--- src/rtl/serstat_pkg.sv ---
package serstat_pkg;
  localparam logic [7:0] OP_READ_STAT  = 8'h05;
  localparam logic [7:0] OP_LATCH_SET  = 8'h06;
  localparam logic [7:0] OP_LATCH_CLR  = 8'h04;
  localparam logic [7:0] OP_WRITE_STAT = 8'h01;

  // one-cycle requests from the command decoder to the status datapath
  typedef struct packed {
    logic       setWel;
    logic       clrWel;
    logic       wrReq;
    logic [2:0] wrBits;   // {protect enable, upper protect, lower protect}
  } ctrlStrobe_t;
endpackage

--- src/rtl/serstat_ctrl.sv ---
module serstat_ctrl
  import serstat_pkg::*;
#(
  parameter int SYNC_STAGES = 2
) (
  input  logic        clk,
  input  logic        rstN,
  input  logic        csN,
  input  logic        sck,
  input  logic        si,
  input  logic [7:0]  statusByte,
  output ctrlStrobe_t strobe,
  output logic        soData,
  output logic        soDrive
);
  localparam int LAST = SYNC_STAGES - 1;

  logic [SYNC_STAGES:0]  csPipe, sckPipe;
  logic [SYNC_STAGES-1:0] siPipe;

  always_ff @(posedge clk or negedge rstN) begin
    if (!rstN) begin
      csPipe  <= '1;
      sckPipe <= '0;
      siPipe  <= '0;
    end else begin
      csPipe  <= {csPipe[SYNC_STAGES-1:0], csN};
      sckPipe <= {sckPipe[SYNC_STAGES-1:0], sck};
      siPipe  <= {siPipe[SYNC_STAGES-2:0], si};
    end
  end

  logic csHigh, csRise, sckRise, sckFall, siBit;
  assign csHigh  = csPipe[LAST];
  assign csRise  = csPipe[LAST] & ~csPipe[SYNC_STAGES];
  assign sckRise = sckPipe[LAST] & ~sckPipe[SYNC_STAGES];
  assign sckFall = ~sckPipe[LAST] & sckPipe[SYNC_STAGES];
  assign siBit   = siPipe[LAST];

  logic [2:0] bitCnt;
  logic [1:0] byteCnt;
  logic [7:0] opReg, datReg, shReg;
  logic       readMode;
  logic [7:0] opNext;

  assign opNext = {opReg[6:0], siBit};

  always_ff @(posedge clk or negedge rstN) begin
    if (!rstN) begin
      bitCnt   <= '0;
      byteCnt  <= '0;
      opReg    <= '0;
      datReg   <= '0;
      shReg    <= '0;
      readMode <= 1'b0;
    end else if (csHigh) begin
      bitCnt   <= '0;
      byteCnt  <= '0;
      readMode <= 1'b0;
    end else begin
      if (sckRise) begin
        bitCnt <= bitCnt + 3'd1;
        if (bitCnt == 3'd7 && byteCnt != 2'd3) byteCnt <= byteCnt + 2'd1;
        if (byteCnt == 2'd0) opReg <= opNext;
        if (byteCnt == 2'd1) datReg <= {datReg[6:0], siBit};
        if (byteCnt == 2'd0 && bitCnt == 3'd7 && opNext == OP_READ_STAT)
          readMode <= 1'b1;
      end
      if (sckFall && readMode)
        shReg <= (bitCnt == 3'd0) ? statusByte : {shReg[6:0], 1'b0};
    end
  end

  logic exactOne, exactTwo;
  assign exactOne = (byteCnt == 2'd1) && (bitCnt == 3'd0);
  assign exactTwo = (byteCnt == 2'd2) && (bitCnt == 3'd0);

  always_comb begin
    strobe.setWel = csRise && exactOne && (opReg == OP_LATCH_SET);
    strobe.clrWel = csRise && exactOne && (opReg == OP_LATCH_CLR);
    strobe.wrReq  = csRise && exactTwo && (opReg == OP_WRITE_STAT);
    strobe.wrBits = {datReg[7], datReg[3], datReg[2]};
  end

  assign soData  = shReg[7];
  assign soDrive = readMode & ~csHigh;
endmodule

--- src/rtl/serstat_dp.sv ---
module serstat_dp
  import serstat_pkg::*;
#(
  parameter int BUSY_CYCLES = 1500
) (
  input  logic        clk,
  input  logic        rstN,
  input  ctrlStrobe_t strobe,
  output logic [7:0]  statusByte
);
  localparam int CW = $clog2(BUSY_CYCLES + 1);

  logic          wel, wip;
  logic [2:0]    protBits, pendBits;
  logic [CW-1:0] busyCnt;

  always_ff @(posedge clk or negedge rstN) begin
    if (!rstN) begin
      wel      <= 1'b0;
      wip      <= 1'b0;
      protBits <= '0;
      pendBits <= '0;
      busyCnt  <= '0;
    end else if (wip) begin
      busyCnt <= busyCnt - CW'(1);
      if (busyCnt == CW'(1)) begin
        wip      <= 1'b0;
        wel      <= 1'b0;
        protBits <= pendBits;
      end
    end else if (strobe.wrReq && wel) begin
      wip      <= 1'b1;
      busyCnt  <= CW'(BUSY_CYCLES);
      pendBits <= strobe.wrBits;
    end else if (strobe.setWel) begin
      wel <= 1'b1;
    end else if (strobe.clrWel) begin
      wel <= 1'b0;
    end
  end

  assign statusByte = {protBits[2], 3'b000, protBits[1:0], wel, wip};
endmodule

--- src/rtl/serstat_front.sv ---
module serstat_front
  import serstat_pkg::*;
#(
  parameter int BUSY_CYCLES = 1500,
  parameter int SYNC_STAGES = 2
) (
  input  logic clk,
  input  logic rstN,
  input  logic csN,
  input  logic sck,
  input  logic si,
  output logic soData,
  output logic soDrive
);
  ctrlStrobe_t strobe;
  logic [7:0]  statusByte;

  serstat_ctrl #(.SYNC_STAGES(SYNC_STAGES)) u_ctrl (
    .clk(clk), .rstN(rstN), .csN(csN), .sck(sck), .si(si),
    .statusByte(statusByte), .strobe(strobe),
    .soData(soData), .soDrive(soDrive)
  );

  serstat_dp #(.BUSY_CYCLES(BUSY_CYCLES)) u_dp (
    .clk(clk), .rstN(rstN), .strobe(strobe), .statusByte(statusByte)
  );
endmodule

--- config.mk ---
export PLATFORM = sky130hd
export DESIGN_NAME = serstat_front
export DESIGN_NICKNAME = d
export VERILOG_FILES = /design/src/rtl/serstat_pkg.sv /design/src/rtl/serstat_ctrl.sv /design/src/rtl/serstat_dp.sv /design/src/rtl/serstat_front.sv
export SDC_FILE = /design/constraint.sdc
export NUM_CORES = 1
export LEC_CHECK = 0
export CORE_ASPECT_RATIO = 1.5
export CORE_UTILIZATION = 55
export DETAILED_ROUTE_END_ITERATION = 8
export GPL_TIMING_DRIVEN = 0
export PLACE_DENSITY_LB_ADDON = 0.15
export SETUP_SLACK_MARGIN = 0.15
export SYNTH_ARGS = -nofsm -noshare
export SYNTH_HDL_FRONTEND = slang
export SYNTH_SLANG_ARGS = --single-unit
--- constraint.sdc ---
create_clock -name clk -period 3.3 [get_ports clk]
set_input_delay 0.495 -clock clk [delete_from_list [all_inputs] [get_ports clk]]
set_output_delay 0.495 -clock clk [all_outputs]
set_load 0.02 [all_outputs]
# Word level (Yosys, flattened, before mapping)
# Cells that the tools add are included.
[totals]
output_inout_bits = 2
wordCells = 83
register_bits = 57
input_bits = 5
[op_classes]
bitwise_logic = 9
n_reduce_logical = 27
n_mux = 19
add_sub_neg = 3
eq_ne = 11
[ops]
columns = ["cell", "count"]
rows = [
  ["$eq A8 B3 Y1 const B", 3],
  ["$mux W11", 2],
  ["$logic_and A1 B1 Y1", 12],
  ["$eq A11 B1 Y1 const B", 1],
  ["$mux W1", 11],
  ["$sub A11 B1 Y11 const B", 1],
  ["$reduce_and A2 Y1", 5],
  ["$reduce_and A3 Y1", 3],
  ["$eq A8 B1 Y1 const B", 1],
  ["$mux W8", 1],
  ["$reduce_bool A2 Y1", 4],
  ["$mux W2", 3],
  ["$mux W3", 2],
  ["$not A1 Y1", 5],
  ["$and A1 B1 Y1", 4],
  ["$ne A2 B2 Y1 const B", 2],
  ["$add A3 B1 Y3 const B", 1],
  ["$eq A3 B3 Y1 const B", 1],
  ["$logic_not A3 Y1", 1],
  ["$reduce_bool A3 Y1", 1],
  ["$add A2 B1 Y2 const B", 1],
  ["$eq A2 B1 Y1 const B", 1],
  ["$eq A2 B2 Y1 const B", 1],
  ["$logic_not A2 Y1", 1],
  ["$ne A2 B1 Y1 const B", 1],
]

# Longest topological paths before layout
# Gate-level depths: netlist of run 1.
[logic_depth]
ltp_word = 8
depth_mapped = 7
ltp_nobuf = 6

# Cells and area by module
# Synthesis of run 1 repeated with hierarchy kept, for this count alone.
[hier_totals]
hier_cells = 221
hier_area_um2 = 2706.3
[by_module_without_submodules]
columns = ["module", "area_per_inst_um2", "instances", "seq_area_each_um2", "cells_per_inst"]
rows = [
  ["serstat_ctrl", 1744.2, 1, 954.7, 130],
  ["serstat_dp", 962.2, 1, 475.5, 91],
]

# Least setup slack after synthesis of run 1
# No wires, ideal clock.
[synth_path]
path_kind = "register to register"
start = "register u_ctrl.csPipe[1]"
end = "register u_dp.pendBits[0]"
path_stages_with_launch = 6
path_buffers = 1
setup_ps = 125
required_time_ps = 3175
synth_period_minus_slack_ps = 1661
arrival_ps = 1537
slack_ps = 1639
cell_sequence = "dfstp_2 -> buf_4 -> nor3b_4 -> nand4_2 -> nor2_4 -> mux2_2"
[synth_between]
elab_chain_len = 5
[synth_rtl]
columns = ["element", "line", "rtl"]
rows = [
  ["start: declaration", "serstat_ctrl.sv:18", "logic [SYNC_STAGES:0] csPipe, sckPipe;"],
  ["start signal: assignment", "serstat_ctrl.sv:27", "csPipe <= {csPipe[SYNC_STAGES-1:0], csN};"],
  ["$and A1 B1 Y1", "serstat_ctrl.sv:35", "assign csRise = csPipe[LAST] & ~csPipe[SYNC_STAGES];"],
  ["$logic_and A1 B1 Y1 (2 in a row)", "serstat_ctrl.sv:81", "strobe.wrReq = csRise && exactTwo && (opReg == OP_WRITE_STAT);"],
  ["$logic_and A1 B1 Y1", "serstat_dp.sv:31", "end else if (strobe.wrReq && wel) begin"],
  ["$reduce_and A2 Y1 (no source line)", "-", ""],
  ["end signal: assignment", "serstat_dp.sv:34", "pendBits <= strobe.wrBits;"],
  ["end: declaration", "serstat_dp.sv:14", "logic [2:0] protBits, pendBits;"],
]
# Every way passes these cells.
# A chain may end at the register's enable or synchronous reset.

# Final worst setup path of run 1
[layout_path]
start = "register u_ctrl.csPipe[1]"
end = "output port soDrive"
[layout_between]
elab_chain_len = 2
[layout_rtl]
columns = ["element", "line", "rtl"]
rows = [
  ["$not A1 Y1 (no source line)", "-", ""],
  ["$and A1 B1 Y1", "serstat_ctrl.sv:86", "assign soDrive = readMode & ~csHigh;"],
  ["end: declaration", "serstat_front.sv:13", "output logic soDrive"],
]
# Every way passes these cells.

==> impl_metrics.py, run 1 <==
metrics = {
    "outcome": {
        "status": "finished with violations",
        "violations": "DRC",
    },
    "detailed_routing": {
        "via_per_inst": 5.854,
        "drtAntennaViolNets": 0,
        "wl_mm": 4.051,
        "first_iter_violations": 47,
        "drc": 1,
        "post_drt_wl_per_cell_um": 15.17,
        "drt_first_pass_iters": 8,
        "vias": 1563,
    },
    "pwr": {
        "p_leak_uw": 0.001396,
        "powerDensity_nw_per_um2": 568.8,
        "ir_drop_v": 0.0005201,
        "power.share.clock_pct": 45.3,
        "intPower_uw": 1309,
        "power_switching_uw": 364.4,
        "power_frac_seq_pct": 47.5,
        "total_power_uw": 1673,
        "power.share.switching_pct": 21.78,
        "combPwrFrac_pct": 7.2,
    },
    "clocking": {
        "cts-root-buf": "clkbuf_8",
        "cts_tree": "built",
        "cts_buffers": 9,
        "holdBufCountCts": 0,
        "htreeDepth": 3,
        "clk-insertion-delay-late_ps": 330,
        "clockBufferDepth": 2,
        "cts_sinks": 57,
        "post_cts_resized": 0,
        "path_clk_slew_ps": 60,
        "cts_setup_buffers": 0,
    },
    "floorplan": {
        "io_pins": 7,
        "dieArea_um2": 4965,
        "start_util_pct": 57.17,
        "rows": 30,
        "die_h_um": 85.80,
        "fp.dieW_um": 57.87,
        "core_area_um2": 4504,
    },
    "job": {
        "maxCapViolCount": 0,
    },
    "logic_synthesis": {
        "synth_area_per_cell_um2": 13.07,
        "async_flop_share_pct": 100.0,
        "ys_seq_area_share_pct": 55.54,
        "synth_flop_cell": "dfrtp_1",
        "syn-num-nets": 211,
        "ys_ff_latch": 57,
        "synth_edf_count": 0,
        "netlist_area_um2": 2575,
        "synth_cells": 197,
        "yosysWarnings": 0,
        "yosys.cell_types.count": 48,
    },
    "sta": {
        "rsz0062_at_grt": "no",
        "max_slew.worst_pin.slew_ps": 629.0,
        "fmax_mhz": 458.9,
        "setup_viol": 0,
        "drv_slew": 0,
        "hold_viol": 0,
        "fin_crit_sh_pct": 66.04,
        "max_slew_margin_pct": 57.47,
        "period_needed_ps": 2179,
        "fin_ws_ps": 1121,
        "finClkSkew_ps": 4.900,
        "setup_tns_ps": 0,
    },
    "worst_setup_path": {
        "arrival_ps": 1680,
        "required_ps": 2800,
        "critPathKind": "reg2out",
        "critPathCaptureType": "output port",
        "crit_path_start_kind": "flop",
        "cp_max_fo": 9,
    },
    "grt": {
        "grt_pass1_wl_mm": 7.148,
        "grt_pass1_vias": 1652,
        "grt_overflow": 0,
        "grt_max_degree": 30,
        "antenna_found_initial": 0,
        "track_usage_pct": 19.62,
    },
    "final_layout": {
        "synthToLayoutAreaGrowth_pct": 14.24,
        "final_common_cell": "dfrtp_1",
        "nets": 229,
        "nFillCells": 360,
        "final_cell_mix": "dfrtp_1, mux2_2, nor2_1",
        "drive_gt1_share_pct": 28.77,
        "antenna_cells": 0,
    },
    "placed_design": {
        "dp_slack_ps": 1460,
        "routabilityCongestion": 0.7795,
        "place_hpwl_mm": 3.001,
        "port_buffers": 6,
    },
    "min_path": {
        "hp-class": "in2async",
    },
}
## path summary, 6_finish.rpt
path / startpoint / endpoint / slack (ps) / depth (start not counted)
min reg2reg: u_ctrl.siPipe[0] / u_ctrl.siPipe[1] / 350 / 0
min: rstN / u_dp.busyCnt[7] / 190 / 1
max reg2reg: u_ctrl.csPipe[1] / u_dp.pendBits[1] / 1470 / 5
max: u_ctrl.csPipe[1] / soDrive / 1120 / 3
max in group asynchronous: rstN / u_ctrl.csPipe[1] / 2470 / 2
min in group clk: u_ctrl.siPipe[0] / u_ctrl.siPipe[1] / 350 / 0
## logic make-up after synthesis
| family | after synthesis | synth area share, % |
|---|---|---|
| adders and majority gates | 9 | 4.373 |
| DFF | 57 | 55.54 |
| and+or+nand+nor | 57 | 17.10 |
| xor gates and xnor gates | 3 | 1.021 |
| muxes | 31 | 13.17 |
| buffers and inverters | 16 | 3.110 |
| AOI/OAI and AO/OA | 24 | 5.686 |
## cell usage after synthesis, types with 2 or more instances
master,instances,area [µm²]
inv_1,10,37.54
nor3_1,2,10.01
xnor2_1,2,17.52
mux2i_1,8,80.08
a21boi_0,2,15.01
nand2b_4,2,27.53
dfrtp_1,54,1351
buf_4,3,22.52
and3b_1,2,17.52
mux2_2,23,259.0
a21oi_1,9,45.04
o21ai_0,6,30.03
nand3_1,5,25.02
and2_1,2,12.51
nand4b_1,2,17.52
nand2_1,6,22.52
nor3b_4,3,56.30
nor2_1,15,56.30
ha_1,9,112.6
nor4bb_1,2,20.02
dfstp_2,3,78.83
## power by group through the flow
stage | sequential [µW] | combinational [µW] | clock [µW]
6_report | 795 | 121 | 758
5_1_grt | 804 | 134 | 804
4_1_cts | 796 | 125 | 775
3_5_place_dp | 809 | 125 | 0
3_3_place_gp | 807 | 117 | 0
2_1_floorplan | 799 | 88.5 | 0
## worst max-delay path, stage by stage, from the launching register on
cell and delay [ps]:
dfstp_2 370, buf_4 170, nor2b_2 190, clkdlybuf4s50_1 630
## cell type report
| cell class | count | area [µm²] | share of cell area, % |
|---|---|---|---|
| clock inverter | 6 | 107.6 | 3.658 |
| tap | 48 | 60.06 | 2.042 |
| inverter | 10 | 37.54 | 1.276 |
| buffer | 6 | 42.54 | 1.446 |
| clock buffer | 9 | 123.9 | 4.211 |
| sequential | 57 | 1430 | 48.62 |
| timing repair buffer | 7 | 75.07 | 2.552 |
| multi-input combinational | 124 | 1065 | 36.20 |
## state kept, by name, summed over array words and instances (netlist names)
name and cells:
u_ctrl.csPipe 3, u_ctrl.bitCnt 3, u_ctrl.siPipe 2, u_dp.protBits 3, u_dp.wel 1, u_ctrl.opReg 8
u_dp.pendBits 3, u_ctrl.shReg 8, u_ctrl.byteCnt 2, u_dp.busyCnt 11, u_ctrl.sckPipe 3, u_ctrl.datReg 8
u_ctrl.readMode 1, u_dp.wip 1
## through the flow
stage | hold WS, ps | util, % | area (µm²) | std cells
floorplan | 199.4 | - | 2575 | 197
global placement | 333.3 | 59.83 | 2695 | 251
detailed placement | 341.3 | 60.17 | 2710 | 252
CTS | 196.6 | 65.31 | 2942 | 267
global route | 209.6 | 65.31 | 2942 | 267
finish | 186.0 | 65.31 | 2942 | 267
## per-layer routing
metal,global-route usage (%),vias to the layer above,part of all wire (%)
li1,-,734,-
met1,20.77,796,40
met2,32.81,23,55
met3,7.391,10,2.8
met4,11.26,0,1.9
met5,0,-,0
Note: power is estimated with default switching activity, not from simulation.
==> run 2, diff against run 1 <==
CORE_UTILIZATION = 54   (was 55)
clock period = 1.85 ns   (was 3.3 ns; I/O delays follow)
==> impl_metrics.py, run 2 (synthesis gave the netlist of run 1 again) <==
metrics = {
    "worst_setup_path": {
        "cp_max_fo": 4,
        "cp_slowest_cell": "dfrtp_1",
        "critPathCaptureType": "flop",
        "crit_chain": "inv_2 > ha_4 > and4bb_2 > nand4_4 > nor2_4 > mux2_2",
        "max_stage_delay_ps": 400,
        "arrival_ps": 1890,
        "crit_path_start_kind": "flop",
        "critPathKind": "reg2reg",
        "required_ps": 2070,
    },
    "sta": {
        "setup_viol": 0,
        "fin_hold_ws_ps": 345.5,
        "fmax_mhz": 597.0,
        "setup_tns_ps": 0,
        "finClkSkew_ps": 7.106,
        "fin_crit_sh_pct": 90.55,
        "rsz0062_at_grt": "yes",
        "period_needed_ps": 1675,
        "drv_slew": 0,
        "max_slew_margin_pct": 61.27,
        "hold_viol": 0,
        "max_slew.worst_pin.slew_ps": 581.0,
        "fin_ws_ps": 174.9,
    },
    "pwr": {
        "total_power_uw": 2854,
        "powerDensity_nw_per_um2": 932.2,
        "p_leak_uw": 0.001447,
        "ir_drop_v": 0.0008476,
    },
    "final_layout": {
        "top_register": "u_dp.busyCnt",
        "nFillCells": 337,
        "final_cell_mix": "dfrtp_1, mux2_2, nor2_1",
        "drive_gt1_share_pct": 34.05,
        "largest_reg_flops": 11,
        "antenna_cells": 0,
        "final_common_cell": "dfrtp_1",
        "final_util_pct": 67.41,
        "synthToLayoutAreaGrowth_pct": 18.90,
        "nets": 241,
    },
    "grt": {
        "track_usage_pct": 20.42,
        "grt_pass1_vias": 1660,
        "grt_pass1_wl_mm": 7.445,
        "grt_max_degree": 34,
        "grt_overflow": 0,
        "antenna_found_initial": 0,
    },
    "floorplan": {
        "io_pins": 7,
        "rows": 30,
        "fp.dieW_um": 58.38,
        "start_util_pct": 56.69,
        "dieArea_um2": 5054,
        "die_h_um": 86.58,
        "core_area_um2": 4542,
    },
    "clocking": {
        "path_clk_slew_ps": 60,
        "clockBufferDepth": 2,
        "cts_tree": "built",
        "htreeDepth": 3,
        "cts_sinks": 57,
        "cts-root-buf": "clkbuf_8",
        "clk-insertion-delay-late_ps": 340,
        "cts_buffers": 9,
    },
    "job": {
        "maxCapViolCount": 0,
    },
    "detailed_routing": {
        "wl_mm": 4.431,
        "vias": 1559,
        "drt_first_pass_iters": 6,
        "drtAntennaViolNets": 0,
        "post_drt_wl_per_cell_um": 14.97,
        "first_iter_violations": 58,
        "via_per_inst": 5.267,
        "drc": 0,
    },
    "placed_design": {
        "routabilityCongestion": 0.8007,
        "port_buffers": 6,
        "dp_slack_ps": 14.89,
        "place_hpwl_mm": 2.997,
    },
    "min_path": {
        "hp-class": "in2reg",
    },
    "outcome": {
        "status": "completed",
    },
}
run 2: path summary, 6_finish.rpt:
kind | from | to | slack [ps] | cells past startpoint
worst max-delay path | u_ctrl.bitCnt[0] | u_dp.pendBits[0] | 170 | 6
worst min-delay path | csN | u_ctrl.csPipe[0] | 350 | 1
worst max register to register | u_ctrl.bitCnt[0] | u_dp.pendBits[0] | 170 | 6
worst min register to register | u_ctrl.siPipe[0] | u_ctrl.siPipe[1] | 350 | 0
max in group asynchronous | rstN | u_dp.pendBits[0] | 810 | 3
min in group asynchronous | rstN | u_dp.wip | 480 | 2
run 2: metal layers:
metal,GRT usage [%],vias to the layer above,wire length (µm)
met5,0,-,0
met4,13.64,0,144
met3,5.821,14,119
met2,33.96,20,2421
met1,22.22,777,1746
li1,-,748,-
run 2: area by class of cell:
class / count / area, µm² / share of cell area, %
clock inverter: 5 / 55.05 / 1.798
timing repair buffer: 19 / 166.4 / 5.435
inverter: 10 / 37.54 / 1.226
clock buffer: 11 / 141.4 / 4.618
multi-input combinational: 124 / 1101 / 35.96
tap: 64 / 80.08 / 2.615
buffer: 6 / 50.05 / 1.635
sequential: 57 / 1430 / 46.71
run 2: report_power, final:
part	internal [µW]	total, µW	switching, µW
Sequential	1330	1430	97.7
Clock	653	1130	477
Combinational	174	295	121
Total	2160	2850	696
run 2: critical path: cells and delay by family (launching register included):
kind	cells	cell delay [ps]
flops	1	400
simple gates	3	590
fa+ha+maj	1	140
buf+inv	1	90
mux	1	350
run 2: timing repair:
action	4_1_cts	5_1_grt
setup buffers	4	7
pin swaps	2	4
cloned	0	0
gates resized for setup	8	4
hold endpoints to repair	21	0
hold buffers	1	0
endpoints found under the setup margin	4	15
run 2: metrics by stage:
| stage | area [µm²] | cells |
|---|---|---|
| floorplan | 2575 | 197 |
| global placement | 2715 | 267 |
| detailed placement | 2730 | 268 |
| CTS | 2995 | 289 |
| global route | 3062 | 296 |
| finish | 3062 | 296 |
==> run 3, diff against run 2 <==
ABC_CLOCK_PERIOD_IN_PS = 1850   (was unset)
CORE_MARGIN = 3   (was unset)
GPL_TIMING_DRIVEN = unset   (was 0)
==> impl_metrics.py, run 3 (synthesis gave the netlist of run 1 again) <==
metrics = {
    "worst_setup_path": {
        "r2r_slack_ps": 220,
        "r2r_end": "u_dp.pendBits[2]",
        "r2r_start": "u_ctrl.bitCnt[0]",
        "crit_path_start_kind": "flop",
        "required_ps": 2070,
        "critPathCaptureType": "flop",
        "ff2ff_path_depth": 6,
        "arrival_ps": 1840,
        "critPathKind": "reg2reg",
        "cp_max_fo": 4,
    },
    "final_layout": {
        "antenna_cells": 0,
        "fin_cells": 290,
        "top_register": "u_dp.busyCnt",
        "final_cell_mix": "dfrtp_1, mux2_2, nor2_1",
        "synthToLayoutAreaGrowth_pct": 18.61,
        "largest_reg_flops": 11,
        "nets": 235,
        "final_common_cell": "dfrtp_1",
        "drive_gt1_share_pct": 34.51,
    },
    "floorplan": {
        "io_pins": 7,
        "core_area_um2": 4579,
        "die_h_um": 90.58,
        "start_util_pct": 56.23,
        "rows": 30,
        "fp.dieW_um": 62.38,
        "dieArea_um2": 5650,
    },
    "detailed_routing": {
        "drtAntennaViolNets": 0,
        "post_drt_wl_per_cell_um": 15.20,
        "drt_first_pass_iters": 4,
        "first_iter_violations": 57,
        "drc": 0,
        "via_per_inst": 5.321,
        "vias": 1543,
        "wl_mm": 4.407,
    },
    "clocking": {
        "cts_sinks": 57,
        "cts_buffers": 9,
        "clockBufferDepth": 2,
        "clk-insertion-delay-late_ps": 330,
        "path_clk_slew_ps": 60,
        "cts-root-buf": "clkbuf_8",
        "cts_tree": "built",
        "htreeDepth": 3,
    },
    "sta": {
        "fmax_mhz": 614.0,
        "rsz0062_at_grt": "yes",
        "hold_viol": 0,
        "period_needed_ps": 1629,
        "setup_viol": 0,
        "setup_tns_ps": 0,
        "fin_crit_sh_pct": 88.03,
        "max_slew.worst_pin.slew_ps": 459.4,
        "finClkSkew_ps": 5.862,
        "drv_slew": 0,
        "max_slew_margin_pct": 69.34,
        "fin_ws_ps": 221.4,
    },
    "pwr": {
        "p_leak_uw": 0.001436,
        "ir_drop_v": 0.0008659,
        "powerDensity_nw_per_um2": 965.8,
    },
    "grt": {
        "grt_max_degree": 28,
        "antenna_found_initial": 0,
        "grt.met2_usage_pct": 28.69,
        "use_met3_pct": 4.857,
        "grt_overflow": 0,
        "grt.met1_usage_pct": 21.46,
        "top_usage_layer": "met2",
        "grt_pass1_vias": 1680,
        "grt_pass1_wl_mm": 7.838,
        "track_usage_pct": 18.15,
    },
    "outcome": {
        "status": "completed",
    },
    "min_path": {
        "hp-class": "in2async",
    },
    "placed_design": {
        "routabilityCongestion": 0.8443,
        "place_hpwl_mm": 3.099,
        "dp_slack_ps": 118.0,
        "dp.cells": 265,
        "port_buffers": 6,
    },
    "job": {
        "maxCapViolCount": 0,
    },
}
[run 3: what timing repair did]
| action | CTS | global route |
|---|---|---|
| endpoints found under the hold margin | 27 | 0 |
| setup endpoints to repair | 4 | 8 |
| gates resized for setup | 5 | 9 |
| pin swaps | 1 | 4 |
| hold buffers | 1 | 0 |
| buffers inserted | 3 | 5 |
[run 3: final cells by class]
cell class	count	area, µm²
Timing Repair Buffer	19	166.4
Tap cell	64	80.08
Inverter	10	37.54
Multi-Input combinational cell	124	1115
Clock inverter	3	46.29
Clock buffer	13	178.9
Sequential cell	57	1430
Fill cell	350	1525
[run 3: per-layer routing]
metal | up-vias | share of wire, %
met2 | 21 | 51
li1 | 743 | -
met4 | 0 | 3.7
met1 | 766 | 43
met3 | 13 | 2.5
met5 | - | 0
[run 3: worst max-delay path, stage by stage, from the launching register on]
cell      delay, ps
dfrtp_1         390
inv_2            80
ha_4            130
and4bb_2        280
nand4_4         130
nor2_4          190
mux2_4          320
[run 3: worst max-delay path by stage]
stage                                 from          endpoint  slack [ps]  depth (start not counted)
after CTS                 u_ctrl.bitCnt[0]  u_dp.pendBits[0]         150                          6
final                     u_ctrl.bitCnt[0]  u_dp.pendBits[2]         220                          6
after global placement    u_ctrl.bitCnt[0]  u_dp.pendBits[1]         180                          6
after global routing      u_ctrl.bitCnt[0]  u_dp.pendBits[2]         120                          6
after floorplan           u_ctrl.csPipe[1]  u_dp.pendBits[0]         190                          5
after detailed placement  u_ctrl.bitCnt[0]  u_dp.pendBits[2]         120                          6
[run 3: stage by stage]
| stage | instance area, µm² | hold WS (ps) | utilization, % | total power (µW) |
|---|---|---|---|---|
| floorplan | 2575 | -18.09 | - | 1583 |
| global placement | 2710 | 116.3 | 59.18 | 1652 |
| detailed placement | 2710 | 120.2 | 59.18 | 1665 |
| CTS | 2982 | 290.1 | 65.11 | 2943 |
| global route | 3054 | 303.0 | 66.69 | 3079 |
| finish | 3054 | 304.8 | 66.69 | 2950 |
[run 3: power breakdown]
group | internal (µW) | switching [µW] | total (µW)
logic | 159 | 111 | 270
clock network | 771 | 478 | 1250
registers | 1330 | 99.1 | 1430
